## src/rtl/burst_seq_pkg.sv

```systemverilog
package burst_seq_pkg;

  typedef enum logic {
    ORD_LINEAR = 1'b0,
    ORD_XOR    = 1'b1
  } order_e;

endpackage

```

## src/rtl/burst_beat_ctr.sv

```systemverilog
module burst_beat_ctr #(
  parameter int BEAT_W = 2
) (
  input  logic              clk,
  input  logic              rst,
  input  logic              load,
  input  logic              step,
  output logic [BEAT_W-1:0] cnt_q,
  output logic [BEAT_W-1:0] cnt_d
);

  localparam logic [BEAT_W-1:0] ONE = BEAT_W'(1);

  always_comb begin
    cnt_d = cnt_q;
    if (load)      cnt_d = '0;
    else if (step) cnt_d = cnt_q + ONE;
  end

  always_ff @(posedge clk) begin
    if (rst) cnt_q <= '0;
    else     cnt_q <= cnt_d;
  end

endmodule

```

## src/rtl/burst_base_reg.sv

```systemverilog
module burst_base_reg #(
  parameter int ADDR_W = 16
) (
  input  logic              clk,
  input  logic              rst,
  input  logic              load,
  input  logic [ADDR_W-1:0] addr_in,
  output logic [ADDR_W-1:0] base_d
);

  logic [ADDR_W-1:0] base_q;

  assign base_d = load ? addr_in : base_q;

  always_ff @(posedge clk) begin
    if (rst) base_q <= '0;
    else     base_q <= base_d;
  end

endmodule

```

## src/rtl/burst_order_map.sv

```systemverilog
module burst_order_map
  import burst_seq_pkg::*;
#(
  parameter int BEAT_W = 2
) (
  input  logic [BEAT_W-1:0] start,
  input  logic [BEAT_W-1:0] beat,
  input  order_e            order,
  output logic [BEAT_W-1:0] lo
);

  logic [BEAT_W-1:0] xor_lo;
  logic [BEAT_W-1:0] lin_lo;

  for (genvar i = 0; i < BEAT_W; i++) begin : g_xor
    assign xor_lo[i] = start[i] ^ beat[i];
  end

  assign lin_lo = start + beat;
  assign lo     = (order == ORD_XOR) ? xor_lo : lin_lo;

endmodule

```

## src/rtl/burst_addr_seq.sv

```systemverilog
module burst_addr_seq
  import burst_seq_pkg::*;
#(
  parameter int ADDR_W = 16,
  parameter int BEAT_W = 2
) (
  input  logic              clk,
  input  logic              rst,
  input  logic              strb_cpu_n,
  input  logic              strb_ctl_n,
  input  logic              step_n,
  input  logic              order_sel,
  input  logic [ADDR_W-1:0] addr_in,
  output logic [ADDR_W-1:0] addr_out,
  output logic [BEAT_W-1:0] beat_idx
);

  logic              load;
  logic              step;
  logic [BEAT_W-1:0] cnt_q;
  logic [BEAT_W-1:0] cnt_d;
  logic [ADDR_W-1:0] base_d;
  logic [BEAT_W-1:0] lo_d;
  order_e            order;

  assign load  = ~strb_cpu_n | ~strb_ctl_n;
  assign step  = ~step_n;
  assign order = order_e'(order_sel);

  burst_beat_ctr #(.BEAT_W(BEAT_W)) u_ctr (
    .clk   (clk),
    .rst   (rst),
    .load  (load),
    .step  (step),
    .cnt_q (cnt_q),
    .cnt_d (cnt_d)
  );

  burst_base_reg #(.ADDR_W(ADDR_W)) u_base (
    .clk     (clk),
    .rst     (rst),
    .load    (load),
    .addr_in (addr_in),
    .base_d  (base_d)
  );

  burst_order_map #(.BEAT_W(BEAT_W)) u_map (
    .start (base_d[BEAT_W-1:0]),
    .beat  (cnt_d),
    .order (order),
    .lo    (lo_d)
  );

  always_ff @(posedge clk) begin
    if (rst) begin
      addr_out <= '0;
      beat_idx <= '0;
    end else begin
      addr_out <= {base_d[ADDR_W-1:BEAT_W], lo_d};
      beat_idx <= cnt_d;
    end
  end

endmodule

```

## config.mk

```make
export PLATFORM = sky130hd
export DESIGN_NAME = burst_addr_seq
export DESIGN_NICKNAME = d
export VERILOG_FILES = /design/src/rtl/burst_seq_pkg.sv /design/src/rtl/burst_beat_ctr.sv /design/src/rtl/burst_base_reg.sv /design/src/rtl/burst_order_map.sv /design/src/rtl/burst_addr_seq.sv
export SDC_FILE = /design/constraint.sdc
export NUM_CORES = 1
export LEC_CHECK = 0
export BUFFER_PORTS_ARGS = -buffer_cell sky130_fd_sc_hd__buf_2
export CAP_MARGIN = 30
export CORE_UTILIZATION = 55
export CTS_CLUSTER_SIZE = 30
export DETAILED_ROUTE_END_ITERATION = 12
export PLACE_DENSITY = 0.85
export SETUP_SLACK_MARGIN = 0.02
export SYNTH_ARGS = -nofsm -noshare
export SYNTH_HDL_FRONTEND = slang
export SYNTH_HIERARCHICAL = 1
export SYNTH_SLANG_ARGS = --single-unit
```

## constraint.sdc

```tcl
create_clock -name clk -period 3.4 [get_ports clk]
set_input_delay 0.68 -clock clk [delete_from_list [all_inputs] [get_ports clk]]
set_output_delay 0.68 -clock clk [all_outputs]
set_load 0.01 [all_outputs]
```

# After elaboration in Yosys (flattened, before gate mapping)
# Index checks and enable logic that the tools add are counted.
# word_totals
ff_bits,34
inputBits,22
output_inout_bits,18
elab_cells,14
# op_classes
addsub,2
n_mux,4
bitwise_logic,5
# ops
cell,n
two-way mux 16 bit,1
two-way mux 2 bit,3
adder 2 x 1 -> 2 bit (second input constant),1
adder 2 bit,1
NOT 1 bit,2
bitwise XOR 1 bit,2
OR 1 bit,1

# Longest topological paths before layout
# Gate-level depths: netlist of run 1.
# logic_depth
depth_word,5
depth_mapped,7
ltp_nobuf,7

# Cells and area by module
# Netlist of run 1, hierarchy kept.
# by_module_without_submodules
mod,instances,cells_per_inst,area_each_um2,seq_area_each_um2
burst_base_reg,1,51,704.4,320.3
burst_addr_seq,1,39,496.7,360.3
burst_beat_ctr,1,9,92.6,40.0
burst_order_map,1,4,36.3,0.0

# Least setup slack after synthesis of run 1
# No wires, ideal clock.
# synth_path
path_kind,input port to flip-flop
startpoint,input port strb_cpu_n
endpoint,register addr_out[1]
setup_time_ps,114
t_arrival_ps,1836
t_required_ps,3286
path_slack_ps,1450
cell_stages,7
path_buffers,1
cell_sequence,nand2_1 > buf_6 > mux2_2 > ha_1 > nor2b_1 > xnor2_1 > nor2b_1
# synth_between
elab_chain_len,5
word_cells_on_any_way,7
cone_classes,1 x add/sub; 3 x mux; 3 x bitwise
# synth_rtl
item,line,source
start: declaration,burst_addr_seq.sv:9,"input logic strb_cpu_n,"
NOT 1 bit,burst_addr_seq.sv:26,assign load = ~strb_cpu_n | ~strb_ctl_n;
OR 1 bit,burst_addr_seq.sv:26,
two-way mux 16 bit,burst_base_reg.sv:13,assign base_d = load ? addr_in : base_q;
named net base_d[0],burst_addr_seq.sv:22,logic [ADDR_W-1:0] base_d;
adder 2 bit,burst_order_map.sv:19,assign lin_lo = start + beat;
two-way mux 2 bit,burst_order_map.sv:20,assign lo = (order == ORD_XOR) ? xor_lo : lin_lo;
named net lo_d[1],burst_addr_seq.sv:23,logic [BEAT_W-1:0] lo_d;
end signal: assignment,burst_addr_seq.sv:59,"addr_out <= {base_d[ADDR_W-1:BEAT_W], lo_d};"
end: declaration,burst_addr_seq.sv:14,"output logic [ADDR_W-1:0] addr_out,"
# The timed path passes the listed nets, and every way through them passes these cells.
# A chain may end at the register's enable or synchronous reset.

# Worst setup path after layout of run 1
# layout_path
startpoint,input port strb_cpu_n
endpoint,register addr_out[1]
# layout_between
elab_chain_len,5
word_cells_on_any_way,7
cone_classes,1 x add/sub; 3 x mux; 3 x bitwise
# layout_rtl
item,line,source
NOT 1 bit,burst_addr_seq.sv:26,
OR 1 bit,burst_addr_seq.sv:26,
named net load,burst_addr_seq.sv:18,logic load;
two-way mux 16 bit,burst_base_reg.sv:13,
named net base_d[0],burst_addr_seq.sv:22,
adder 2 bit,burst_order_map.sv:19,
two-way mux 2 bit,burst_order_map.sv:20,
named net lo_d[1],burst_addr_seq.sv:23,
# The timed path passes the listed nets, and every way through them passes these cells.

==> results.toml, run 1 <==
[routing]
via_count = 811
firstDrtPassIters = 4
drt_first_iter_violations = 9
route.final.wire_length_microns = 1960
antenna_left = 0
drcViolationCount = 0
vias_per_cell = 4.63
wire_per_inst_microns = 11.2

[layout]
synthToLayoutAreaGrowth_pct = 19.2
final_net_count = 169
final_layout_size_suffix_gt1_share_pct = 46.9
n_fill_cell = 184
layout.area.seq_sq_um = 721
antenna_cells = 0
fin_cells = 175
multi_input_area_sq_um = 562

[worst_setup_path]
cp_data_arrival_time_ns = 2.03
timing.reg2reg.worst_path_depth = 6
r2r_slack_ns = 2.09
worst_r2r_startpoint = "u_ctr/cnt_q[0]"
path_class = "in2reg"
crit_path_end_kind = "flip-flop"
crit_path_end = "addr_out[1]"
critical_path_peak_fanout = 9
critical_path_required_ns = 3.60
crit_path_start_kind = "input pin"
critical_path.reg2reg.endpoint = "addr_out[1]"
worstSetupStartpoint = "strb_cpu_n"

[power_and_ir_drop]
seqPwrFrac_pct = 58.0
power_switching_share_pct = 22.8
p_leak_nw = 0.777
vdd_drop_max_mv = 0.392
total_switching_power_mw = 0.178
combinational_share_of_power_pct = 12.5
internal_power_mw = 0.602
power.share.clock_pct = 29.5
power.density_nw_per_um2 = 493

[logic_synthesis]
syn_nets = 126
top_cells_by_area_synth = "dfxtp_1, mux2_4, nor2b_1, mux2_2, nor2b_4"
synth_seq_area_share_pct = 54.2
ys_ff_latch = 36
synth_largest_type_area_fraction_pct = 54.2
netlist_instances = 103
postSynthAreaPerCell_sq_um = 12.9
synth.largest_area_cell = "dfxtp_1"
netlist-cell-type-count = 20
post_synth_instance_area_sq_um = 1330
synth_warnings = 6

[placed_design]
gp_routability_congestion = 0.716
dp_cells = 167
io_buffers = 39

[floorplan]
io_pins = 40
rows = 17
die_width_microns = 51.2
start_util_pct = 59.0
design.die.area_sq_um = 2620
die_h_microns = 51.2
floorplan.core_area_sq_um = 2250

[cts]
ctsResizeCount = 0
clock_tree.buffer_depth = 2
cts_sinks = 36
cts.root.buffer_cell = "clkbuf_4"
cts_tree = "yes"
cts_setup_buffers = 0
ctsHoldBuffers = 0
cts_inserted_buffers = 5
h-tree-depth = 2
worst_skew_pair.late_latency_ns = 0.33
clk_pin_slew_ns = 0.10

[run]
max_cap_viols = 0

[run_status]
status = "finished clean"

[timing]
final_period_minus_worst_setup_slack_ns = 1.84
worst_clock_skew_ns = 0.00991
timing_hold_violations_final = 0
final_min_period_over_clock_period_pct = 54.0
finalSetupTns_ns = 0
timing.final.setup_violations = 0
slew-limit-headroom_pct = 53.8
pins_over_slew_limit = 0
tightest_slew_ns = 0.693
maximum_frequency_from_static_timing_analysis_ghz = 0.545
grt_setup_unrepaired = "false"

[hold_path]
hold_path.class = "reg2reg"

[grt]
globalRouteOverflowTotal = 0
grt_max_degree = 37
first_global_vias = 805
initial_antenna_violation_count = 0
grt_usage_pct = 17.9
wire_length_of_the_first_global_routing_pass_microns = 3330
[power by group through the flow]
stage / registers (mW) / clock network, mW / logic, mW
after detailed placement: 0.463 / 0 / 0.0983
final: 0.453 / 0.230 / 0.0974
after global routing: 0.456 / 0.260 / 0.107
after CTS: 0.454 / 0.237 / 0.0989
after floorplan: 0.469 / 0 / 0.0619
after global placement: 0.462 / 0 / 0.0960
[state kept, by name, indices dropped and copies added, names as in the netlist]
register	flops
u_base/base_q	16
beat_idx	2
u_ctr/cnt_q	2
addr_out	16
[cell type report]
| cell class | count | area share, % |
|---|---|---|
| clock buffers | 6 | 3.24 |
| clock inverters | 2 | 0.631 |
| inverters | 1 | 0.237 |
| multi-input cells | 62 | 35.4 |
| flip-flops and latches | 36 | 45.5 |
| well taps | 28 | 2.21 |
| repair buffers | 40 | 12.8 |
[synth_stat cells]
master and count:
a211oi_2 1, a21bo_1 1, a21oi_1 1, and2b_1 7
buf_12 1, buf_2 1, buf_4 1, buf_6 1
dfxtp_1 36, ha_1 1, inv_1 1, mux2_2 6
mux2_4 10, nand2_1 1, nand3b_1 1, nor2_1 1
nor2b_1 24, nor2b_4 4, nor3_1 1, xnor2_1 3
[worst min-delay path by stage]
stage / start / endpoint / slack, ns / cells past startpoint
after CTS: u_ctr/cnt_q[0] / u_ctr/cnt_q[1] / 0.59 / 2
final: u_base/base_q[12] / addr_out[12] / 0.58 / 2
after detailed placement: u_base/base_q[12] / addr_out[12] / 0.56 / 2
after floorplan: u_ctr/cnt_q[0] / u_ctr/cnt_q[1] / 0.52 / 2
after global routing: u_base/base_q[12] / addr_out[12] / 0.61 / 2
after global placement: u_ctr/cnt_q[0] / u_ctr/cnt_q[1] / 0.55 / 2
[cell usage in the layout, fill, tap and decap left out, drive strengths merged]
master / netlist / final
buf: 4 / 40
dfxtp: 36 / 36
nor2b: 28 / 28
mux2: 16 / 16
and2b: 7 / 7
clkbuf: 0 / 6
xnor2: 3 / 3
clkinv: 0 / 2
nand2: 1 / 1
inv: 1 / 1
nor2: 1 / 1
a21bo: 1 / 1
nand3b: 1 / 1
a21oi: 1 / 1
nor3: 1 / 1
a211oi: 1 / 1
ha: 1 / 1
[metrics by stage]
stage	util, %	hold WS (ns)	power [mW]	cell area [sq um]	worst slack (ns)
6_report	70.3	0.580	0.781	1590	1.56
2_1_floorplan	-	0.525	0.531	1330	1.45
5_1_grt	70.3	0.613	0.823	1590	1.48
3_5_place_dp	67.6	0.561	0.561	1520	1.21
3_3_place_gp	67.6	0.552	0.558	1520	1.23
4_1_cts	70.3	0.587	0.789	1590	1.57
[critical path: stages]
cell	delay, ns
buf_2	0.09
nand2_1	0.31
mux2_2	0.40
ha_1	0.19
nor2b_1	0.13
xnor2_1	0.11
nor2b_1	0.12
[layer usage]
layer,track usage [%],vias up,share of wire (%)
li1,-,416,-
met4,7.87,0,1.2
met1,18.9,364,42
met2,29.4,27,49
met3,9.23,4,8.0
met5,0,-,0
[cell families after synthesis]
logic type                 Yosys count  synth area share [%]
DFF                                 36                  54.2
adders and majority gates            1                 0.941
muxes                               16                  16.4
and+or+nand+nor                     39                  20.9
buffers and inverters                5                  3.57
xor gates and xnor gates             3                  1.98
AOI/OAI and AO/OA                    3                  2.07
Note: power is estimated with default switching activity, not from simulation.
==> inputs of run 2 (changes only) <==
--- a/config.mk
+++ b/config.mk
@@ -7,10 +7,10 @@
 export LEC_CHECK = 0
 export BUFFER_PORTS_ARGS = -buffer_cell sky130_fd_sc_hd__buf_2
 export CAP_MARGIN = 30
-export CORE_UTILIZATION = 55
+export CORE_UTILIZATION = 46
 export CTS_CLUSTER_SIZE = 30
 export DETAILED_ROUTE_END_ITERATION = 12
-export PLACE_DENSITY = 0.85
+export PLACE_DENSITY = 0.75
 export SETUP_SLACK_MARGIN = 0.02
 export SYNTH_ARGS = -nofsm -noshare
 export SYNTH_HDL_FRONTEND = slang
==> constraint.sdc (replaced) <==
create_clock -name clk -period 1.6 [get_ports clk]
set_input_delay 0.32 -clock clk [delete_from_list [all_inputs] [get_ports clk]]
set_output_delay 0.32 -clock clk [all_outputs]
set_load 0.01 [all_outputs]
==> results.toml, run 2 (synthesis gave the netlist of run 1 again) <==
[grt]
grt_max_degree = 23
wire_length_of_the_first_global_routing_pass_microns = 3620
grt_usage_pct = 15.6
initial_antenna_violation_count = 0
globalRouteOverflowTotal = 0
first_global_vias = 823

[timing]
maximum_frequency_from_static_timing_analysis_ghz = 0.753
tightest_slew_ns = 0.312
hold_ws_ns = 0.329
timing.final.setup_violations = 0
finalSetupTns_ns = 0
timing_hold_violations_final = 0
final_min_period_over_clock_period_pct = 83.0
slew-limit-headroom_pct = 79.2
worst_clock_skew_ns = 0.00549
final_period_minus_worst_setup_slack_ns = 1.33
grt_setup_unrepaired = "false"
pins_over_slew_limit = 0

[routing]
firstDrtPassIters = 4
vias_per_cell = 4.68
drt_first_iter_violations = 14
drcViolationCount = 0
wire_per_inst_microns = 11.9
via_count = 842
route.final.wire_length_microns = 2140
antenna_left = 0

[worst_setup_path]
r2r_slack_ns = 0.27
cp_data_arrival_time_ns = 1.54
critical_path_peak_fanout = 3
worstPathCellList = "xnor2_1, nor2_1, ha_1, nor2b_1, xnor2_1, nor2b_1"
critical_path.reg2reg.endpoint = "addr_out[1]"
crit_family = "simple AND/OR/NAND/NOR gates"
worst_r2r_startpoint = "u_ctr/cnt_q[0]"
path_class = "reg2reg"
critical_path_required_ns = 1.81
crit_buf_inv = 0
cp_slowest_stage_delay_ns = 0.34
worstSetupStartpoint = "u_ctr/cnt_q[0]"
crit_path_top_delay_cell = "dfxtp_1"
timing.reg2reg.worst_path_depth = 6
crit_path_start_kind = "flip-flop"
crit_path_end_kind = "flip-flop"

[layout]
layout_top_registers = "addr_out x16, u_base/base_q x16"
synthToLayoutAreaGrowth_pct = 21.5
antenna_cells = 0
finish.utilization_pct = 58.6
final_cell_mix = "buf_2, dfxtp_1, nor2b_1, mux2_4, and2b_1"
final_design_area_no_fill_sq_um = 1620
final_layout_size_suffix_gt1_share_pct = 47.0
final_net_count = 171
layout.cells.most_common = "buf_2"

[run]
max_cap_viols = 0

[cts]
ctsResizeCount = 0
cts_setup_buffers = 0
cts_tree = "yes"
h-tree-depth = 2
clock_tree.buffer_depth = 2
cts_inserted_buffers = 5
clk_pin_slew_ns = 0.10
cts.root.buffer_cell = "clkbuf_4"
cts_sinks = 36
worst_skew_pair.late_latency_ns = 0.33
ctsHoldBuffers = 0

[floorplan]
design.die.area_sq_um = 3110
die_width_microns = 55.8
rows = 19
floorplan.core_area_sq_um = 2760
start_util_pct = 48.2
die_h_microns = 55.8
io_pins = 40

[placed_design]
io_buffers = 39
detailed_place_hpwl_microns = 1530
placed_cell_area_sq_um = 1560
gp_routability_congestion = 0.686

[hold_path]
hold_path.class = "in2reg"
timing.hold.worst_path_depth = 3
hold_path_startpoint = "addr_in[14]"
min_delay_worst_endpoint = "addr_out[14]"

[power_and_ir_drop]
vdd_drop_max_mv = 0.802
fin_total_pwr_mw = 1.67
power.density_nw_per_um2 = 1030
p_leak_nw = 0.786

[run_status]
status = "finished clean"
-- run 2: layer usage --
layer / routed length, microns / track usage, % / share of wire, %
met5: 0 / 0 / 0
met1: 911 / 16.8 / 43
met2: 1020 / 25.6 / 48
met3: 160 / 7.67 / 7.5
met4: 47 / 7.50 / 2.2
-- run 2: stage by stage --
stage	cells	worst slack, ns
2_1_floorplan	103	0.0683
3_3_place_gp	172	0.0824
3_5_place_dp	172	-0.0112
4_1_cts	180	0.269
5_1_grt	180	0.164
6_report	180	0.272
-- run 2: worst max-delay path by stage --
stage                   to  depth (start not counted)  slack, ns
6_report       addr_out[1]                          6       0.27
2_1_floorplan  addr_out[1]                          7       0.07
4_1_cts        addr_out[1]                          6       0.27
3_5_place_dp   addr_out[1]                          7      -0.01
3_3_place_gp   addr_out[1]                          7       0.08
5_1_grt        addr_out[1]                          6       0.16
-- run 2: layout make-up --
cell class                      instances  area, sq um
Fill cell                             244         1140
Timing Repair Buffer                   42          230
Multi-Input combinational cell         62          564
Sequential cell                        36          721
Clock buffer                            8         58.8
Tap cell                               31         38.8
Inverter                                1         3.75
-- run 2: report_power, final --
| group | internal, mW | switching, mW | leakage [nW] | total (mW) |
|---|---|---|---|---|
| Sequential | 0.950 | 0.0141 | 0.298 | 0.964 |
| Clock | 0.217 | 0.269 | 0.0326 | 0.486 |
| Combinational | 0.128 | 0.0887 | 0.455 | 0.217 |
-- run 2: worst register-to-register path, delay by kind of cell, from the launching register on --
kind | cells | cell delay [ns]
simple gates | 3 | 0.37
flops | 1 | 0.34
xor+xnor | 2 | 0.32
fa+ha+maj | 1 | 0.19
==> inputs of run 3 (changes only) <==
==> constraint.sdc (replaced) <==
create_clock -name clk -period 1.1 [get_ports clk]
set_input_delay 0.22 -clock clk [delete_from_list [all_inputs] [get_ports clk]]
set_output_delay 0.22 -clock clk [all_outputs]
set_load 0.01 [all_outputs]
==> results.toml, run 3 (synthesis gave the netlist of run 1 again) <==
[run_status]
status = "finished with violations"
violations = "negative setup slack"

[placed_design]
detailed_place_hpwl_microns = 1630
dp_cells = 175
gp_routability_congestion = 0.655
io_buffers = 39
dp_worst_setup_slack_ns = -0.284

[timing]
timing.final.setup_violations = 2
maximum_frequency_from_static_timing_analysis_ghz = 0.824
final_min_period_over_clock_period_pct = 110
timing_hold_violations_final = 0
finalSetupTns_ns = -0.122
finalWorstSetupSlack_ns = -0.114
final_period_minus_worst_setup_slack_ns = 1.21
slew-limit-headroom_pct = 78.8
tightest_slew_ns = 0.318
grt_setup_unrepaired = "true"
worst_clock_skew_ns = 0.00537
pins_over_slew_limit = 0

[worst_setup_path]
timing.reg2reg.worst_path_depth = 6
crit_path_top_delay_cell = "dfxtp_2"
cp_slowest_stage_delay_ns = 0.35
path_class = "reg2reg"
cp_data_arrival_time_ns = 1.44
worst_r2r_startpoint = "u_ctr/cnt_q[0]"
critical_path_required_ns = 1.33
critical_path_peak_fanout = 3
crit_path_end_kind = "flip-flop"
worstPathCellList = "xnor2_2, nor2_2, ha_4, nor2b_4, xnor2_1, nor2b_1"
critical_path.reg2reg.endpoint = "addr_out[1]"
crit_path_start_kind = "flip-flop"
r2r_slack_ns = -0.11

[routing]
via_count = 840
antenna_left = 0
route.final.wire_length_microns = 2230
firstDrtPassIters = 3
drt_first_iter_violations = 6
wire_per_inst_microns = 12.2
vias_per_cell = 4.62
drcViolationCount = 0

[power_and_ir_drop]
combinational_share_of_power_pct = 14.4
total_switching_power_mw = 0.553
internal_power_mw = 1.82
power.share.clock_pct = 26.5
power_switching_share_pct = 23.4
power.density_nw_per_um2 = 1410
p_leak_nw = 0.805
vdd_drop_max_mv = 1.40
seqPwrFrac_pct = 59.1

[hold_path]
hold_path_startpoint = "addr_in[15]"
min_delay_worst_endpoint = "addr_out[15]"
hold_path.class = "in2reg"
timing.hold.worst_path_depth = 3

[cts]
clock_tree.buffer_depth = 2
cts_sinks = 36
cts_setup_buffers = 0
worst_skew_pair.late_latency_ns = 0.33
clk_pin_slew_ns = 0.10
cts.root.buffer_cell = "clkbuf_4"
cts_tree = "yes"
h-tree-depth = 2
cts_inserted_buffers = 5
ctsHoldBuffers = 0

[layout]
antenna_cells = 0
final_net_count = 174
fin_cells = 182
final_cell_mix = "buf_2, dfxtp_1, nor2b_1, mux2_4, and2b_1"
layout.cells.most_common = "buf_2"
synthToLayoutAreaGrowth_pct = 26.2
finish.utilization_pct = 60.9
final_layout_size_suffix_gt1_share_pct = 52.3
layout_top_registers = "addr_out x16, u_base/base_q x16"

[floorplan]
floorplan.core_area_sq_um = 2760
die_h_microns = 55.8
io_pins = 40
rows = 19
design.die.area_sq_um = 3110
start_util_pct = 48.2
die_width_microns = 55.8

[grt]
grt_usage_pct = 16.6
initial_antenna_violation_count = 0
first_global_vias = 876
wire_length_of_the_first_global_routing_pass_microns = 3830
grt_max_degree = 23
globalRouteOverflowTotal = 0

[run]
max_cap_viols = 0
-- run 3: timing repair --
item / CTS / global route
resized for setup: 3 / 1
pin swaps: 4 / 1
endpoints found under the setup margin: 2 / 2
-- run 3: worst max-delay path: cells and delay by family, from the launching register on --
family,cells,cell delay [ns]
simple gates,3,0.32
fa+ha+maj,1,0.16
flops,1,0.35
xor+xnor,2,0.28
-- run 3: worst max-delay path by stage --
stage	from	to	slack, ns
final	u_ctr/cnt_q[0]	addr_out[1]	-0.11
after global routing	u_ctr/cnt_q[0]	addr_out[1]	-0.20
after CTS	u_ctr/cnt_q[0]	addr_out[1]	-0.15
after detailed placement	step_n	addr_out[1]	-0.28
after global placement	strb_ctl_n	addr_out[1]	-0.26
after floorplan	strb_ctl_n	addr_out[1]	-0.21
-- run 3: layout make-up --
cell class	count	area (sq um)
tap	31	38.8
fill	256	1080
inverter	1	3.75
multi-input combinational	62	616
timing repair buffer	45	253
sequential	36	722
clock buffer	6	41.3
clock inverter	1	5.00
-- run 3: metrics by stage --
| step | power [mW] | area [sq um] | hold WS (ns) |
|---|---|---|---|
| finish | 2.37 | 1680 | 0.228 |
| CTS | 2.41 | 1680 | 0.214 |
| detailed placement | 1.77 | 1620 | 0.564 |
| floorplan | 1.65 | 1370 | 0.284 |
| global placement | 1.75 | 1620 | 0.555 |
| global route | 2.49 | 1680 | 0.219 |
-- run 3: power groups by stage --
| stage | Clock [mW] | Combinational, mW | Sequential (mW) |
|---|---|---|---|
| final | 0.627 | 0.341 | 1.40 |
| after global routing | 0.712 | 0.373 | 1.41 |
| after CTS | 0.660 | 0.347 | 1.40 |
| after detailed placement | 0 | 0.342 | 1.43 |
| after global placement | 0 | 0.326 | 1.43 |
| after floorplan | 0 | 0.201 | 1.45 |
-- run 3: routing by layer --
metal  up-vias  track usage [%]  wire length, microns
li1        424                -                     -
met1       387             16.5                   871
met2        25             29.6                  1170
met3         4             5.81                   154
met4         0             9.64                    31
met5         -                0                     0
